$ cat src/rtl/tclk_pkg.sv
package tclk_pkg;

    // Field widths
    localparam int SEL_W     = 3;
    localparam int FLT_W     = 4;
    localparam int PSC_W     = 2;
    localparam int PSC_CNT_W = (1 << PSC_W) - 1;   // bits to count to 2^(2^PSC_W-1)-1
    localparam int N_PATHS   = 2;

    // Path indices
    localparam int PATH_CH  = 0;
    localparam int PATH_TRG = 1;

    // Encodings
    localparam logic [SEL_W-1:0] SMODE_INT  = 3'b000;
    localparam logic [SEL_W-1:0] SMODE_EXT1 = 3'b111;
    localparam logic [SEL_W-1:0] TSEL_CH    = 3'b110;

    typedef enum logic [1:0] {
        SRC_NONE = 2'd0,
        SRC_INT  = 2'd1,
        SRC_CH   = 2'd2,
        SRC_TRG  = 2'd3
    } src_e;

    typedef struct packed {
        logic             pol;
        logic [FLT_W-1:0] flt;
    } cond_cfg_t;

    // Trigger path wins over the slave-mode field.
    function automatic src_e pick_src(input logic ext2, input logic [SEL_W-1:0] mode);
        if (ext2)                    return SRC_TRG;
        else if (mode == SMODE_EXT1) return SRC_CH;
        else if (mode == SMODE_INT)  return SRC_INT;
        else                         return SRC_NONE;
    endfunction

    // Terminal count of the edge divider: 2^code - 1
    function automatic logic [PSC_CNT_W-1:0] psc_limit(input logic [PSC_W-1:0] code);
        logic [PSC_CNT_W:0] one;
        one = {{PSC_CNT_W{1'b0}}, 1'b1};
        return PSC_CNT_W'((one << code) - 1'b1);
    endfunction

endpackage

$ cat src/rtl/tclk_cond.sv
// Resynchronizer, polarity, digital filter and rising-edge detector for one pin.
module tclk_cond
    import tclk_pkg::*;
#(
    parameter int SYNC_STAGES = 2
) (
    input  logic      clk,
    input  logic      rst,
    input  logic      pin,
    input  cond_cfg_t cfg,
    output logic      edge_o
);
    localparam int LAST = SYNC_STAGES - 1;

    logic [SYNC_STAGES-1:0] sync_q;
    logic                   lvl;
    logic                   flt_q;
    logic [FLT_W-1:0]       run_q;
    logic                   filt_cur;
    logic                   prev_q;

    always_ff @(posedge clk) begin
        if (rst) sync_q <= '0;
        else     sync_q <= {sync_q[SYNC_STAGES-2:0], pin};
    end

    assign lvl = sync_q[LAST] ^ cfg.pol;

    // A change is accepted after cfg.flt consecutive differing samples.
    always_ff @(posedge clk) begin
        if (rst) begin
            flt_q <= 1'b0;
            run_q <= '0;
        end else if (cfg.flt == '0) begin
            flt_q <= lvl;
            run_q <= '0;
        end else if (lvl != flt_q) begin
            if (run_q >= cfg.flt - 1'b1) begin
                flt_q <= lvl;
                run_q <= '0;
            end else begin
                run_q <= run_q + 1'b1;
            end
        end else begin
            run_q <= '0;
        end
    end

    assign filt_cur = (cfg.flt == '0) ? lvl : flt_q;

    always_ff @(posedge clk) begin
        if (rst) prev_q <= 1'b0;
        else     prev_q <= filt_cur;
    end

    assign edge_o = filt_cur & ~prev_q;


    edge_single_chk: assert property (@(posedge clk) disable iff (rst)
        edge_o |=> !edge_o);


    filter_accept_chk: assert property (@(posedge clk) disable iff (rst)
        (flt_q != $past(flt_q)) |-> ($past(lvl) == flt_q));

endmodule

$ cat src/rtl/tclk_div.sv
// Divides qualified edges by 2^code.
module tclk_div
    import tclk_pkg::*;
(
    input  logic             clk,
    input  logic             rst,
    input  logic             clr,
    input  logic             adv,
    input  logic [PSC_W-1:0] code,
    output logic             pulse_o
);
    logic [PSC_CNT_W-1:0] cnt_q;
    logic [PSC_CNT_W-1:0] lim;

    assign lim     = psc_limit(code);
    assign pulse_o = adv & (cnt_q >= lim);

    always_ff @(posedge clk) begin
        if (rst || clr)   cnt_q <= '0;
        else if (pulse_o) cnt_q <= '0;
        else if (adv)     cnt_q <= cnt_q + 1'b1;
    end


    div_bypass_chk: assert property (@(posedge clk) disable iff (rst)
        (adv && code == '0) |-> pulse_o);


    div_clear_chk: assert property (@(posedge clk) disable iff (rst)
        clr |=> !pulse_o || cnt_q == '0);

endmodule

$ cat src/rtl/tclk_src_sel.sv
module tclk_src_sel
    import tclk_pkg::*;
#(
    parameter int SYNC_STAGES = 2
) (
    input  logic             clk,
    input  logic             rst,
    input  logic             cen,
    input  logic [SEL_W-1:0] slave_mode,
    input  logic [SEL_W-1:0] trig_sel,
    input  logic             ext2_en,
    input  logic             ch_pin,
    input  logic             ch_pol,
    input  logic [FLT_W-1:0] ch_flt,
    input  logic             trg_pin,
    input  logic             trg_pol,
    input  logic [FLT_W-1:0] trg_flt,
    input  logic [PSC_W-1:0] trg_psc,
    output logic             cnt_strobe,
    output logic             trig_flag
);
    src_e               src;
    cond_cfg_t          path_cfg [N_PATHS];
    logic [N_PATHS-1:0] path_pin;
    logic [N_PATHS-1:0] path_edge;
    logic               ch_hit;
    logic               trg_adv;
    logic               trg_pulse;
    logic               sel_pulse;
    logic               strobe_q;
    logic               flag_q;

    assign src = pick_src(ext2_en, slave_mode);

    assign path_pin[PATH_CH]  = ch_pin;
    assign path_pin[PATH_TRG] = trg_pin;
    assign path_cfg[PATH_CH]  = '{pol: ch_pol,  flt: ch_flt};
    assign path_cfg[PATH_TRG] = '{pol: trg_pol, flt: trg_flt};

    for (genvar p = 0; p < N_PATHS; p++) begin : g_path
        tclk_cond #(.SYNC_STAGES(SYNC_STAGES)) cond_i (
            .clk    (clk),
            .rst    (rst),
            .pin    (path_pin[p]),
            .cfg    (path_cfg[p]),
            .edge_o (path_edge[p])
        );
    end

    assign ch_hit  = path_edge[PATH_CH] & (trig_sel == TSEL_CH);
    assign trg_adv = path_edge[PATH_TRG] & cen & (src == SRC_TRG);

    tclk_div div_i (
        .clk     (clk),
        .rst     (rst),
        .clr     (src != SRC_TRG),
        .adv     (trg_adv),
        .code    (trg_psc),
        .pulse_o (trg_pulse)
    );

    always_comb begin
        unique case (src)
            SRC_INT: sel_pulse = 1'b1;
            SRC_CH:  sel_pulse = ch_hit;
            SRC_TRG: sel_pulse = trg_pulse;
            default: sel_pulse = 1'b0;
        endcase
    end

    always_ff @(posedge clk) begin
        if (rst) begin
            strobe_q <= 1'b0;
            flag_q   <= 1'b0;
        end else begin
            strobe_q <= cen & sel_pulse;
            flag_q   <= ch_hit & (slave_mode == SMODE_EXT1);
        end
    end

    assign cnt_strobe = strobe_q;
    assign trig_flag  = flag_q;


    strobe_needs_cen_chk: assert property (@(posedge clk) disable iff (rst)
        cnt_strobe |-> $past(cen));


    internal_every_cycle_chk: assert property (@(posedge clk) disable iff (rst)
        (cen && src == SRC_INT) |=> cnt_strobe);


    trg_priority_chk: assert property (@(posedge clk) disable iff (rst)
        (ext2_en && !trg_pulse) |=> !cnt_strobe);


    flag_mode_chk: assert property (@(posedge clk) disable iff (rst)
        trig_flag |-> ($past(slave_mode) == SMODE_EXT1 && $past(trig_sel) == TSEL_CH));


    idle_mode_chk: assert property (@(posedge clk) disable iff (rst)
        (!ext2_en && slave_mode != SMODE_INT && slave_mode != SMODE_EXT1) |=> !cnt_strobe);

endmodule

$ cat config.mk
export PLATFORM = sky130hd
export DESIGN_NAME = tclk_src_sel
export DESIGN_NICKNAME = d
export VERILOG_FILES = /design/src/rtl/tclk_pkg.sv /design/src/rtl/tclk_cond.sv /design/src/rtl/tclk_div.sv /design/src/rtl/tclk_src_sel.sv
export SDC_FILE = /design/constraint.sdc
export NUM_CORES = 1
export LEC_CHECK = 0
export BUFFER_PORTS_ARGS = -buffer_cell sky130_fd_sc_hd__buf_4
export CORE_MARGIN = 5
export CORE_UTILIZATION = 55
export DETAILED_ROUTE_END_ITERATION = 16
export PLACE_DENSITY = 0.8
export SLEW_MARGIN = 20
export SYNTH_ARGS = -nofsm -noshare
export SYNTH_HDL_FRONTEND = slang
export SYNTH_SLANG_ARGS = --single-unit
$ cat constraint.sdc
create_clock -name clk -period 4.8 [get_ports clk]
set_clock_uncertainty 0.05 [all_clocks]
set_input_delay 0.72 -clock clk [delete_from_list [all_inputs] [get_ports clk]]
set_output_delay 0.72 -clock clk [all_outputs]
set_load 0.005 [all_outputs]
Yosys cells after proc, flatten, opt, wreduce, memory -nomap -nowiden

Index checks and enable logic that the tools add are counted.

Register bits after elaboration: 21
Latch bits: 0
Memory bits (writable): 0
ROM bits: 0
Bits of input ports: 24
Output and inout bits: 2
Logic and storage cells: 68
Memories kept: 0

$add $sub $neg: 6
$mul: 0
Div/mod/pow operators: 0
$lt $le $gt $ge: 3
Equal/unequal tests: 8
Shift-type cells: 1
Multiplexer cells: 12
Bitwise gates (word level): 14
Reduce and logical (&&, ||, !) cells: 13

Operators with widths:

| kind                                             | count |
|---|---|
| 2-to-1 mux 1 bit                                 | 9 |
| adder 4 x 1 -> 4 bit, second input constant      | 2 |
| AND 1 bit                                        | 8 |
| >= comparator 4 bit                              | 2 |
| zero test 4 bit                                  | 2 |
| nonzero test 2 bit                               | 4 |
| OR reduction 4 bit                               | 2 |
| subtractor 4 x 1 -> 4 bit, second input constant | 2 |
| == test 3 bit, second input constant             | 2 |
| == test 2 bit, second input constant             | 2 |
| 2-to-1 mux 2 bit                                 | 2 |
| NOT 1 bit                                        | 4 |
| AND reduction 2 bit                              | 2 |
| adder 3 x 1 -> 3 bit, second input constant      | 1 |
| >= comparator 3 bit                              | 1 |
| zero test 3 bit                                  | 1 |
| one-hot mux 1 bit (3 select lines)               | 1 |
| << shifter 1 x 2 -> 3 bit, first input constant  | 1 |
| subtractor 3 x 1 -> 3 bit, second input constant | 1 |
| == test 2 x 1 -> 1 bit, second input constant    | 1 |
| != test 1 bit                                    | 2 |
| != test 2 bit, second input constant             | 1 |
| OR reduction 2 bit                               | 1 |
| bitwise XOR 1 bit                                | 2 |
| logical OR 1 bit                                 | 1 |

Logic depth before layout (Yosys ltp)

Gate-level depths: netlist (run 1).

Word-level depth: 9
Gate-level depth with buffers: 7
Gate-level depth less buffers: 7

Cells and area by module

A second synthesis (run 1) with hierarchy kept.

Cell total of the unflattened synthesis: 127
Area, all modules: 1,246.2 µm²

By module, submodules not included:

| module       | instances | cells each | area each (µm²) | sequential area each (µm²) |
|---|---|---|---|---|
| tclk_cond    | 2         | 44         | 446.7           | 160.2 |
| tclk_div     | 1         | 28         | 259.0           | 60.1 |
| tclk_src_sel | 1         | 11         | 93.8            | 40.0 |

Worst setup path before layout (run 1)

OpenSTA, ideal clock, no wires.

Path type: input to register
Start: input port trg_psc[1]
End: register div_i.cnt_q[2]
Setup time: 0.074 ns
Arrival: 2.209 ns
Data required time: 4.676 ns
Path slack: 2.467 ns
Stages: 6
Path buffers: 0
Path through: or2_2 > ha_1 > nand2b_1 > a31oi_4 > or4b_1 > a31oi_1

Longest elaborated chain between the ends: 5

RTL lines:

| item                                | RTL line           | RTL |
|---|---|---|
| start, declared                     | tclk_src_sel.sv:18 | `input logic [PSC_W-1:0] trg_psc,` |
| << shifter 1 x 2 -> 3 bit           | tclk_pkg.sv:43     | `return PSC_CNT_W'((one << code) - 1'b1);` |
| subtractor 3 x 1 -> 3 bit           | tclk_pkg.sv:43     |  |
| >= comparator 3 bit                 | tclk_div.sv:16     | `assign pulse_o = adv & (cnt_q >= lim);` |
| AND 1 bit                           | tclk_div.sv:16     |  |
| OR reduction 2 bit (no source line) | --                 |  |
| end signal, assigned                | tclk_div.sv:21     | `else if (adv) cnt_q <= cnt_q + 1'b1;` |
| end, declared                       | tclk_div.sv:12     | `logic [PSC_CNT_W-1:0] cnt_q;` |

No other way between the ends.
A chain may end at the register's enable or synchronous reset.

Final worst setup path (run 1)

Same ends and word-level chain as after synthesis.

==> results.sh, run 1 <==
export IMPL_status="complete, no violations"
export IMPL_cp_num_buf_inv=1
export IMPL_drt_iter0_markers=16
export IMPL_clock_latency_ps=300
export IMPL_die_area_sq_um=3360
export IMPL_fin_hold_ws_ps=403
export IMPL_cp_required_ps=4980
export IMPL_finalCriticalPeriod_ps=2240
export IMPL_yosysWarnings=0
export IMPL_firstDrtPassIters=3
export IMPL_n_antenna_cell=0
export IMPL_finalHoldViolations=0
export IMPL_worstPathArrival_ps=2420
export IMPL_antenna_found_initial=0
export IMPL_rows=17
export IMPL_fin_cells=190
export IMPL_critical_path_class="in -> reg"
export IMPL_start_kind="primary input"
export IMPL_path_cells="buf_4 > or2_2 > ha_1 > nand2b_1 > a31oi_4 > or4b_1 > a31oi_1"
export IMPL_cts_resized_gates=0
export IMPL_synthAdderAreaFrac_pct=17.8
export IMPL_dr_total_vias=968
export IMPL_synth_top_family_by_area="simple AND/OR/NAND/NOR gates"
export IMPL_grt_use_total_pct=14.7
export IMPL_viasPerCell=5.09
export IMPL_worst_setup_path_end_kind="flip-flop"
export IMPL_grt_pass1_vias=970
export IMPL_synth_top_area_share_pct=33.2
export IMPL_fin_util_pct=68.3
export IMPL_cap_violations=0
export IMPL_maxSlewViolCount=0
export IMPL_die_w_microns=58.0
export IMPL_grt_overflow=0
export IMPL_cts_sinks=21
export IMPL_syn_nets=176
export IMPL_hp_class="reg -> reg"
export IMPL_start_util_pct=57.2
export IMPL_drc=0
export IMPL_max_slew_margin_rel_pct=72.0
export IMPL_synth_mux_area_share_pct=4.05
export IMPL_area_growth_pct=19.4
export IMPL_switching_share_pct=26.2
export IMPL_ys_top_cells_by_count="dfxtp_1 (21), ha_1 (18), nor2_1 (14)"
export IMPL_cts_buffer_depth=2
export IMPL_core_area_sq_um=2210
export IMPL_synth_top_cells_by_area="dfxtp_1 (33%), ha_1 (18%), nor2_1 (4.2%), xnor2_1 (4.2%), inv_1 (3.9%)"
export IMPL_cts_made_buffers=3
export IMPL_cts_hold_buf=0
export IMPL_grt_max_degree=12
export IMPL_ir_drop_mv=0.174
export IMPL_leakagePower_uw=0.000709
export IMPL_ys_seq_elements=21
export IMPL_synth_async_reset_ratio_pct=0
export IMPL_routabilityCongestion=0.831
export IMPL_port_buffers=25
export IMPL_cts_setup_buffers=0
export IMPL_avgSynthCellArea_sq_um=9.45
export IMPL_synth_top_area_cell="dfxtp_1"
export IMPL_post_route_period_util_pct=46.6
export IMPL_wl_mm=2.19
export IMPL_p_seq_share_pct=54.3
export IMPL_drive_gt1_share_pct=19.8
export IMPL_max_freq_ghz=0.447
export IMPL_synthXorXnorAreaFrac_pct=10.5
export IMPL_yosysSeqAreaShare_pct=33.2
export IMPL_rsz0062_at_grt="no"
export IMPL_netlist_area_sq_um=1270
export IMPL_p_switching_uw=90.3
export IMPL_combPwrFrac_pct=21.1
export IMPL_cts_max_level=1
export IMPL_powerDensity_nw_per_um2=228
export IMPL_ys_flop_type="dfxtp_1"
export IMPL_detail_route_antenna_nets=0
export IMPL_nNetsFinal=205
export IMPL_fp_dieH_microns=58.0
export IMPL_synth_most_common_cell="dfxtp_1"
export IMPL_setup_tns_ps=0
export IMPL_worst_setup_hold_path_clk_slew_ps=120
export IMPL_synthSimpleGateAreaFrac_pct=20.7
export IMPL_crit_fanout=5
export IMPL_crit_family="simple AND/OR/NAND/NOR gates"
export IMPL_max_stage_delay_ps=460
export IMPL_synth_compound_area_share_pct=9.68
export IMPL_dp_cells=186
export IMPL_ioPinCount=26
export IMPL_synth_edf_count=0
export IMPL_tightest_slew_ps=408
export IMPL_power_internal_uw=254
export IMPL_p_total_uw=344
export IMPL_finalSetupViolations=0
export IMPL_crit_slowest_cell="or4b_1"
export IMPL_cts_tree="done"
export IMPL_num_fill_cells=198
export IMPL_wl_per_cell_microns=11.5
export IMPL_pwr_share_clk_pct=24.5
export IMPL_cts_root_buf="clkbuf_4"
export IMPL_ys_types=35
export IMPL_hpwl_mm=1.88
export IMPL_synth_cells=134
export IMPL_grt_pass1_wl_mm=3.92
## sequential cells by signal (all words and copies together) (netlist names)
signal,count
cnt_strobe,1
div_i.cnt_q,3
g_path.cond_i.flt_q,2
g_path.cond_i.prev_q,2
g_path.cond_i.run_q,8
g_path.cond_i.sync_q,4
trig_flag,1
## layer usage
layer	vias up	part of all wire, %	track usage, %
li1	514	-	-
met1	432	42	16.0
met2	18	53	27.1
met3	4	4.3	4.23
met4	0	1.1	4.30
met5	-	0	0
## stage by stage
step	cell area (sq um)	setup WS [ps]
floorplan	1270	2470
global placement	1490	2320
detailed placement	1490	2220
CTS	1510	2560
global route	1510	2530
finish	1510	2560
## power groups by stage
stage	Clock, uW	Sequential (uW)	Combinational (uW)
after floorplan	0	190	47.3
after detailed placement	0	191	73.5
after global placement	0	191	69.9
after global routing	97.3	189	83.5
after CTS	88.9	187	73.9
final	84.5	187	72.8
## worst register-to-register path: stages, from the launching register on
cell	delay, ps
dfxtp_1	400
inv_1	60
ha_1	270
nand2b_1	170
a31oi_4	230
or4b_1	460
a31oi_1	170
## cells in the final DEF (no fill, tap or decap), types with 2 or more instances in the layout
cell type,count
xnor2_1,6
xor2_1,4
xnor3_1,2
a211oi_1,2
and3_1,2
ha_1,18
nor2b_1,4
nand2b_1,4
o21ai_0,6
nor2_1,14
nand2_1,6
or4b_1,3
inv_1,13
clkbuf_4,3
nand3_1,3
o211ai_1,2
buf_4,25
dfxtp_1,21
nor3_1,3
mux2i_1,4
## final timing paths
kind | depth (start not counted) | start | slack [ps] | end
worst max-delay path | 7 | trg_psc[1] | 2560 | div_i.cnt_q[2]
worst min-delay path | 1 | g_path[1].cond_i.sync_q[0] | 400 | g_path[1].cond_i.sync_q[1]
worst min register to register | 1 | g_path[1].cond_i.sync_q[0] | 400 | g_path[1].cond_i.sync_q[1]
worst max register to register | 6 | div_i.cnt_q[0] | 2920 | div_i.cnt_q[2]
## kinds of logic after synthesis
family                   Yosys count
AO/OA/AOI/OAI                     17
multiplexers                       5
XOR/XNOR                          12
flip-flops                        21
buffers and inverters             14
adder cells (fa/ha/maj)           18
AND/OR/NAND/NOR                   47
## layout make-up
type	count	area (sq um)	area share (%)
flip-flops and latches	21	420	27.8
inverters	13	48.8	3.23
multi-input cells	99	793	52.5
well taps	28	35.0	2.32
repair buffers	25	188	12.4
clock buffers	4	26.3	1.74
No activity file was read; power rests on OpenSTA's default activity.
==> inputs of run 2 (changes only) <==
--- a/config.mk
+++ b/config.mk
@@ -7,9 +7,9 @@
 export LEC_CHECK = 0
 export BUFFER_PORTS_ARGS = -buffer_cell sky130_fd_sc_hd__buf_4
 export CORE_MARGIN = 5
-export CORE_UTILIZATION = 55
+export CORE_UTILIZATION = 53
 export DETAILED_ROUTE_END_ITERATION = 16
-export PLACE_DENSITY = 0.8
+export PLACE_DENSITY = 0.78
 export SLEW_MARGIN = 20
 export SYNTH_ARGS = -nofsm -noshare
 export SYNTH_HDL_FRONTEND = slang
==> constraint.sdc (replaced) <==
create_clock -name clk -period 2.18 [get_ports clk]
set_clock_uncertainty 0.05 [all_clocks]
set_input_delay 0.327 -clock clk [delete_from_list [all_inputs] [get_ports clk]]
set_output_delay 0.327 -clock clk [all_outputs]
set_load 0.005 [all_outputs]
==> results.sh, run 2 (synthesis gave the netlist of run 1 again) <==
export IMPL_status="complete, no violations"
export IMPL_start_util_pct=56.2
export IMPL_busiest_layer="met2"
export IMPL_top_regs="g_path.cond_i.run_q (8), g_path.cond_i.sync_q (4), div_i.cnt_q (3)"
export IMPL_drive_gt1_share_pct=19.8
export IMPL_dpl_cell_area_sq_um=1490
export IMPL_seq_area_sq_um=420
export IMPL_viasPerCell=5.12
export IMPL_finalCriticalPeriod_ps=1850
export IMPL_worst_setup_hold_path_clk_slew_ps=120
export IMPL_drc=0
export IMPL_grt_use_met3_pct=4.39
export IMPL_grt_overflow=0
export IMPL_path_cells="inv_1 > ha_1 > nand2b_1 > a31oi_4 > or4b_1 > a31oi_1"
export IMPL_hpwl_mm=1.83
export IMPL_cp_required_ps=2370
export IMPL_cap_violations=0
export IMPL_crit_family="simple AND/OR/NAND/NOR gates"
export IMPL_fp_dieH_microns=58.9
export IMPL_worst_setup_path_end_kind="flip-flop"
export IMPL_dr_total_vias=972
export IMPL_max_freq_ghz=0.541
export IMPL_firstDrtPassIters=4
export IMPL_cts_max_level=1
export IMPL_finalSetupViolations=0
export IMPL_cts_tree="done"
export IMPL_die_area_sq_um=3470
export IMPL_largest_reg_flops=8
export IMPL_nNetsFinal=205
export IMPL_regMostFlops="g_path.cond_i.run_q"
export IMPL_ir_drop_mv=0.439
export IMPL_die_w_microns=58.9
export IMPL_reg2regPathDepth=6
export IMPL_cts_resized_gates=0
export IMPL_routabilityCongestion=0.819
export IMPL_rows=17
export IMPL_cts_setup_buffers=0
export IMPL_start_kind="flip-flop"
export IMPL_grt_pass1_wl_mm=4.01
export IMPL_clock_latency_ps=300
export IMPL_worstPathArrival_ps=2040
export IMPL_maxSlewViolCount=0
export IMPL_stdcell_area_sq_um=1510
export IMPL_cp_num_buf_inv=1
export IMPL_drt_iter0_markers=10
export IMPL_grt_pass1_vias=1060
export IMPL_num_fill_cells=211
export IMPL_crit_cells=6
export IMPL_multiInputGateArea_sq_um=793
export IMPL_critical_path_class="reg -> reg"
export IMPL_cts_sinks=21
export IMPL_finalHoldViolations=0
export IMPL_crit_fanout=5
export IMPL_grt_use_total_pct=14.7
export IMPL_cts_root_buf="clkbuf_4"
export IMPL_wl_per_cell_microns=11.3
export IMPL_post_route_period_util_pct=84.8
export IMPL_cts_hold_buf=0
export IMPL_use_met1_pct=16.2
export IMPL_max_stage_delay_ps=450
export IMPL_hp_class="in -> reg"
export IMPL_rsz0062_at_grt="no"
export IMPL_core_area_sq_um=2250
export IMPL_tightest_slew_ps=394
export IMPL_cts_buffer_depth=2
export IMPL_port_buffers=25
export IMPL_max_slew_margin_rel_pct=73.0
export IMPL_met2_usage_pct=25.9
export IMPL_area_growth_pct=19.4
export IMPL_final_common_cell="buf_4"
export IMPL_crit_slowest_cell="or4b_1"
export IMPL_ioPinCount=26
export IMPL_cts_made_buffers=3
export IMPL_detail_route_antenna_nets=0
export IMPL_n_antenna_cell=0
export IMPL_grt_max_degree=12
export IMPL_setup_tns_ps=0
export IMPL_leakagePower_uw=0.000709
export IMPL_final_cell_mix="buf_4 (25), dfxtp_1 (21), ha_1 (18), nor2_1 (14), inv_1 (13)"
export IMPL_antenna_found_initial=0
export IMPL_hold_path_depth=2
export IMPL_wl_mm=2.15
export IMPL_powerDensity_nw_per_um2=499
run 2: cell type report:
| cell class | instances | area share [%] |
|---|---|---|
| inverter | 13 | 3.23 |
| clock buffer | 4 | 1.74 |
| timing repair buffer | 25 | 12.4 |
| multi-input combinational | 99 | 52.5 |
| sequential | 21 | 27.8 |
| tap | 28 | 2.32 |
run 2: worst reg2reg max path: stages (launching register included):
cell,delay [ps]
dfxtp_1,390
inv_1,60
ha_1,270
nand2b_1,180
a31oi_4,230
or4b_1,450
a31oi_1,160
run 2: worst paths after layout:
path	start	end	slack [ps]
hold / removal	ch_pin	g_path[0].cond_i.sync_q[0]	180
setup reg to reg	div_i.cnt_q[0]	div_i.cnt_q[2]	330
hold reg to reg	g_path[1].cond_i.sync_q[0]	g_path[1].cond_i.sync_q[1]	390
setup / recovery	div_i.cnt_q[0]	div_i.cnt_q[2]	330
run 2: metal layers:
metal	part of all wire, %	up-vias
met1	42	439
met4	0.79	0
li1	-	512
met2	51	19
met5	0	-
met3	6.1	2
run 2: power by group:
part           internal, uW  total, uW  switching, uW
clock network          71.2        183            112
logic                  87.6        160           71.9
registers               400        412           11.6
run 2: stage by stage:
step	util [%]	hold WS, ps	power [uW]	instances	setup WS [ps]
2_1_floorplan	-	364	522	134	240
3_3_place_gp	65.9	367	573	186	95.3
3_5_place_dp	65.9	377	582	186	16.9
4_1_cts	67.0	168	767	190	320
5_1_grt	67.0	173	810	190	229
6_report	67.0	177	755	190	331
==> inputs of run 3 (changes only) <==
--- a/config.mk
+++ b/config.mk
@@ -6,10 +6,11 @@
 export NUM_CORES = 1
 export LEC_CHECK = 0
 export BUFFER_PORTS_ARGS = -buffer_cell sky130_fd_sc_hd__buf_4
+export CORE_ASPECT_RATIO = 0.5
 export CORE_MARGIN = 5
-export CORE_UTILIZATION = 53
+export CORE_UTILIZATION = 48
 export DETAILED_ROUTE_END_ITERATION = 16
-export PLACE_DENSITY = 0.78
+export PLACE_DENSITY = 0.74
 export SLEW_MARGIN = 20
 export SYNTH_ARGS = -nofsm -noshare
 export SYNTH_HDL_FRONTEND = slang
==> constraint.sdc (replaced) <==
create_clock -name clk -period 1.61 [get_ports clk]
set_clock_uncertainty 0.05 [all_clocks]
set_input_delay 0.2415 -clock clk [delete_from_list [all_inputs] [get_ports clk]]
set_output_delay 0.2415 -clock clk [all_outputs]
set_load 0.005 [all_outputs]
==> results.sh, run 3 (synthesis gave the netlist of run 1 again) <==
export IMPL_wl_mm=2.39
export IMPL_area_growth_pct=35.8
export IMPL_antenna_found_initial=0
export IMPL_max_freq_ghz=0.599
export IMPL_fin_cells=213
export IMPL_viasPerCell=4.72
export IMPL_firstDrtPassIters=4
export IMPL_finalSetupViolations=2
export IMPL_rows=13
export IMPL_cts_tree="done"
export IMPL_drt_iter0_markers=10
export IMPL_crit_slowest_cell="or4b_1"
export IMPL_reg2reg_to="cnt_strobe"
export IMPL_cap_violations=0
export IMPL_hpwl_mm=1.93
export IMPL_rsz0062_at_grt="yes"
export IMPL_finalHoldViolations=0
export IMPL_cts_made_buffers=3
export IMPL_grt_pass1_vias=960
export IMPL_dp_cells=205
export IMPL_finalCriticalPeriod_ps=1670
export IMPL_clock_latency_ps=260
export IMPL_cp_num_buf_inv=2
export IMPL_min_to="g_path[0].cond_i.sync_q[0]"
export IMPL_cts_buffer_depth=2
export IMPL_reg2reg_from="div_i.cnt_q[0]"
export IMPL_max_stage_delay_ps=460
export IMPL_powerDensity_nw_per_um2=682
export IMPL_reg2regPathDepth=7
export IMPL_die_w_microns=82.6
export IMPL_port_buffers=25
export IMPL_detail_route_antenna_nets=0
export IMPL_dr_total_vias=1006
export IMPL_critical_path_class="reg -> reg"
export IMPL_fin_hold_ws_ps=144
export IMPL_violations="negative setup slack"
export IMPL_regMostFlops="g_path.cond_i.run_q"
export IMPL_status="finished, violations left"
export IMPL_worst_setup_path_end_kind="flip-flop"
export IMPL_fp_dieH_microns=46.3
export IMPL_setup_tns_ps=-88.9
export IMPL_tightest_slew_ps=365
export IMPL_final_cell_mix="buf_4 (39), dfxtp_1 (18), ha_1 (16), nor2_1 (14), inv_1 (12)"
export IMPL_routabilityCongestion=0.723
export IMPL_cts_hold_buf=0
export IMPL_largest_reg_flops=8
export IMPL_cts_root_buf="clkbuf_8"
export IMPL_nNetsFinal=219
export IMPL_max_slew_margin_rel_pct=75.5
export IMPL_ir_drop_mv=0.283
export IMPL_post_route_period_util_pct=104
export IMPL_start_util_pct=49.6
export IMPL_path_cells="inv_2 > ha_4 > nand2b_4 > a31oi_4 > buf_4 > or4b_1 > o22ai_1"
export IMPL_core_area_sq_um=2550
export IMPL_hold_path_depth=2
export IMPL_cts_max_level=1
export IMPL_wl_per_cell_microns=11.2
export IMPL_worst_setup_hold_path_clk_slew_ps=70
export IMPL_worstPathArrival_ps=1810
export IMPL_crit_family="simple AND/OR/NAND/NOR gates"
export IMPL_grt_use_total_pct=14.2
export IMPL_n_antenna_cell=0
export IMPL_final_common_cell="buf_4"
export IMPL_start_kind="flip-flop"
export IMPL_drive_gt1_share_pct=32.4
export IMPL_grt_max_degree=12
export IMPL_ioPinCount=26
export IMPL_crit_fanout=4
export IMPL_grt_pass1_wl_mm=4.04
export IMPL_r2r_slack_ps=-60
export IMPL_worst_slack_ps=-58.9
export IMPL_drc=0
export IMPL_maxSlewViolCount=0
export IMPL_hp_class="in -> reg"
export IMPL_top_regs="g_path.cond_i.run_q (8), g_path.cond_i.sync_q (4), div_i.cnt_q (3)"
export IMPL_cp_required_ps=1750
export IMPL_die_area_sq_um=3830
export IMPL_leakagePower_uw=0.000802
export IMPL_grt_overflow=0
export IMPL_min_from="ch_pin"
export IMPL_cts_sinks=21
==> run 3: changes by cell type in the layout (fill, tap and decap cells not counted), moves of 2 or more <==
cell      before  now
clkbuf_4       3    0
dfxtp_2        0    3
ha_4           0    2
buf_4         25   39
clkbuf_8       0    3
a211oi_2       0    2
ha_1          18   16
dfxtp_1       21   18
a211oi_1       2    0
==> run 3: worst max path at each step <==
stage                               from             end  slack [ps]  depth (start not counted)
after floorplan               trg_psc[1]  div_i.cnt_q[2]         -30                          6
after global placement        trg_psc[1]  div_i.cnt_q[2]        -180                          7
after detailed placement      trg_psc[1]  div_i.cnt_q[2]        -230                          7
after CTS                 div_i.cnt_q[0]  div_i.cnt_q[0]         -60                          6
after global routing      div_i.cnt_q[2]  div_i.cnt_q[2]        -150                          5
final                     div_i.cnt_q[0]      cnt_strobe         -60                          7
==> run 3: timing repair <==
action                     CTS  global route
resized for setup            3             8
buffers inserted             3             1
pin swaps                    2             7
setup endpoints to repair    3            15
gates cloned                 0             0
==> run 3: metrics by stage <==
stage	setup slack [ps]	instance area, sq um	utilization (%)	total power [uW]
6_report	-58.9	1720	67.3	1170
5_1_grt	-147	1720	67.3	1250
4_1_cts	-59.4	1680	65.7	1170
3_5_place_dp	-232	1610	62.9	822
3_3_place_gp	-179	1610	62.9	814
2_1_floorplan	-27.6	1300	-	715
==> run 3: power breakdown <==
group / leakage (uW) / internal [uW] / switching [uW]
Clock: 0.0000228 / 176 / 163
Combinational: 0.000607 / 160 / 118
Sequential: 0.000172 / 542 / 13.6
Total: 0.000802 / 878 / 294
==> run 3: cell type report <==
cell class	count	area, sq um
repair buffers	39	293
multi-input cells	99	862
inverters	13	48.8
fillers	216	835
flip-flops and latches	21	424
clock buffers	4	45.0
well taps	37	46.3
==> run 3: metal layers <==
metal / global-route usage, % / up-vias / part of all wire (%)
met2: 24.5 / 19 / 46
met4: 3.91 / 0 / 1.3
li1: - / 539 / -
met3: 4.10 / 5 / 4.8
met1: 17.5 / 443 / 47
met5: 0 / - / 0
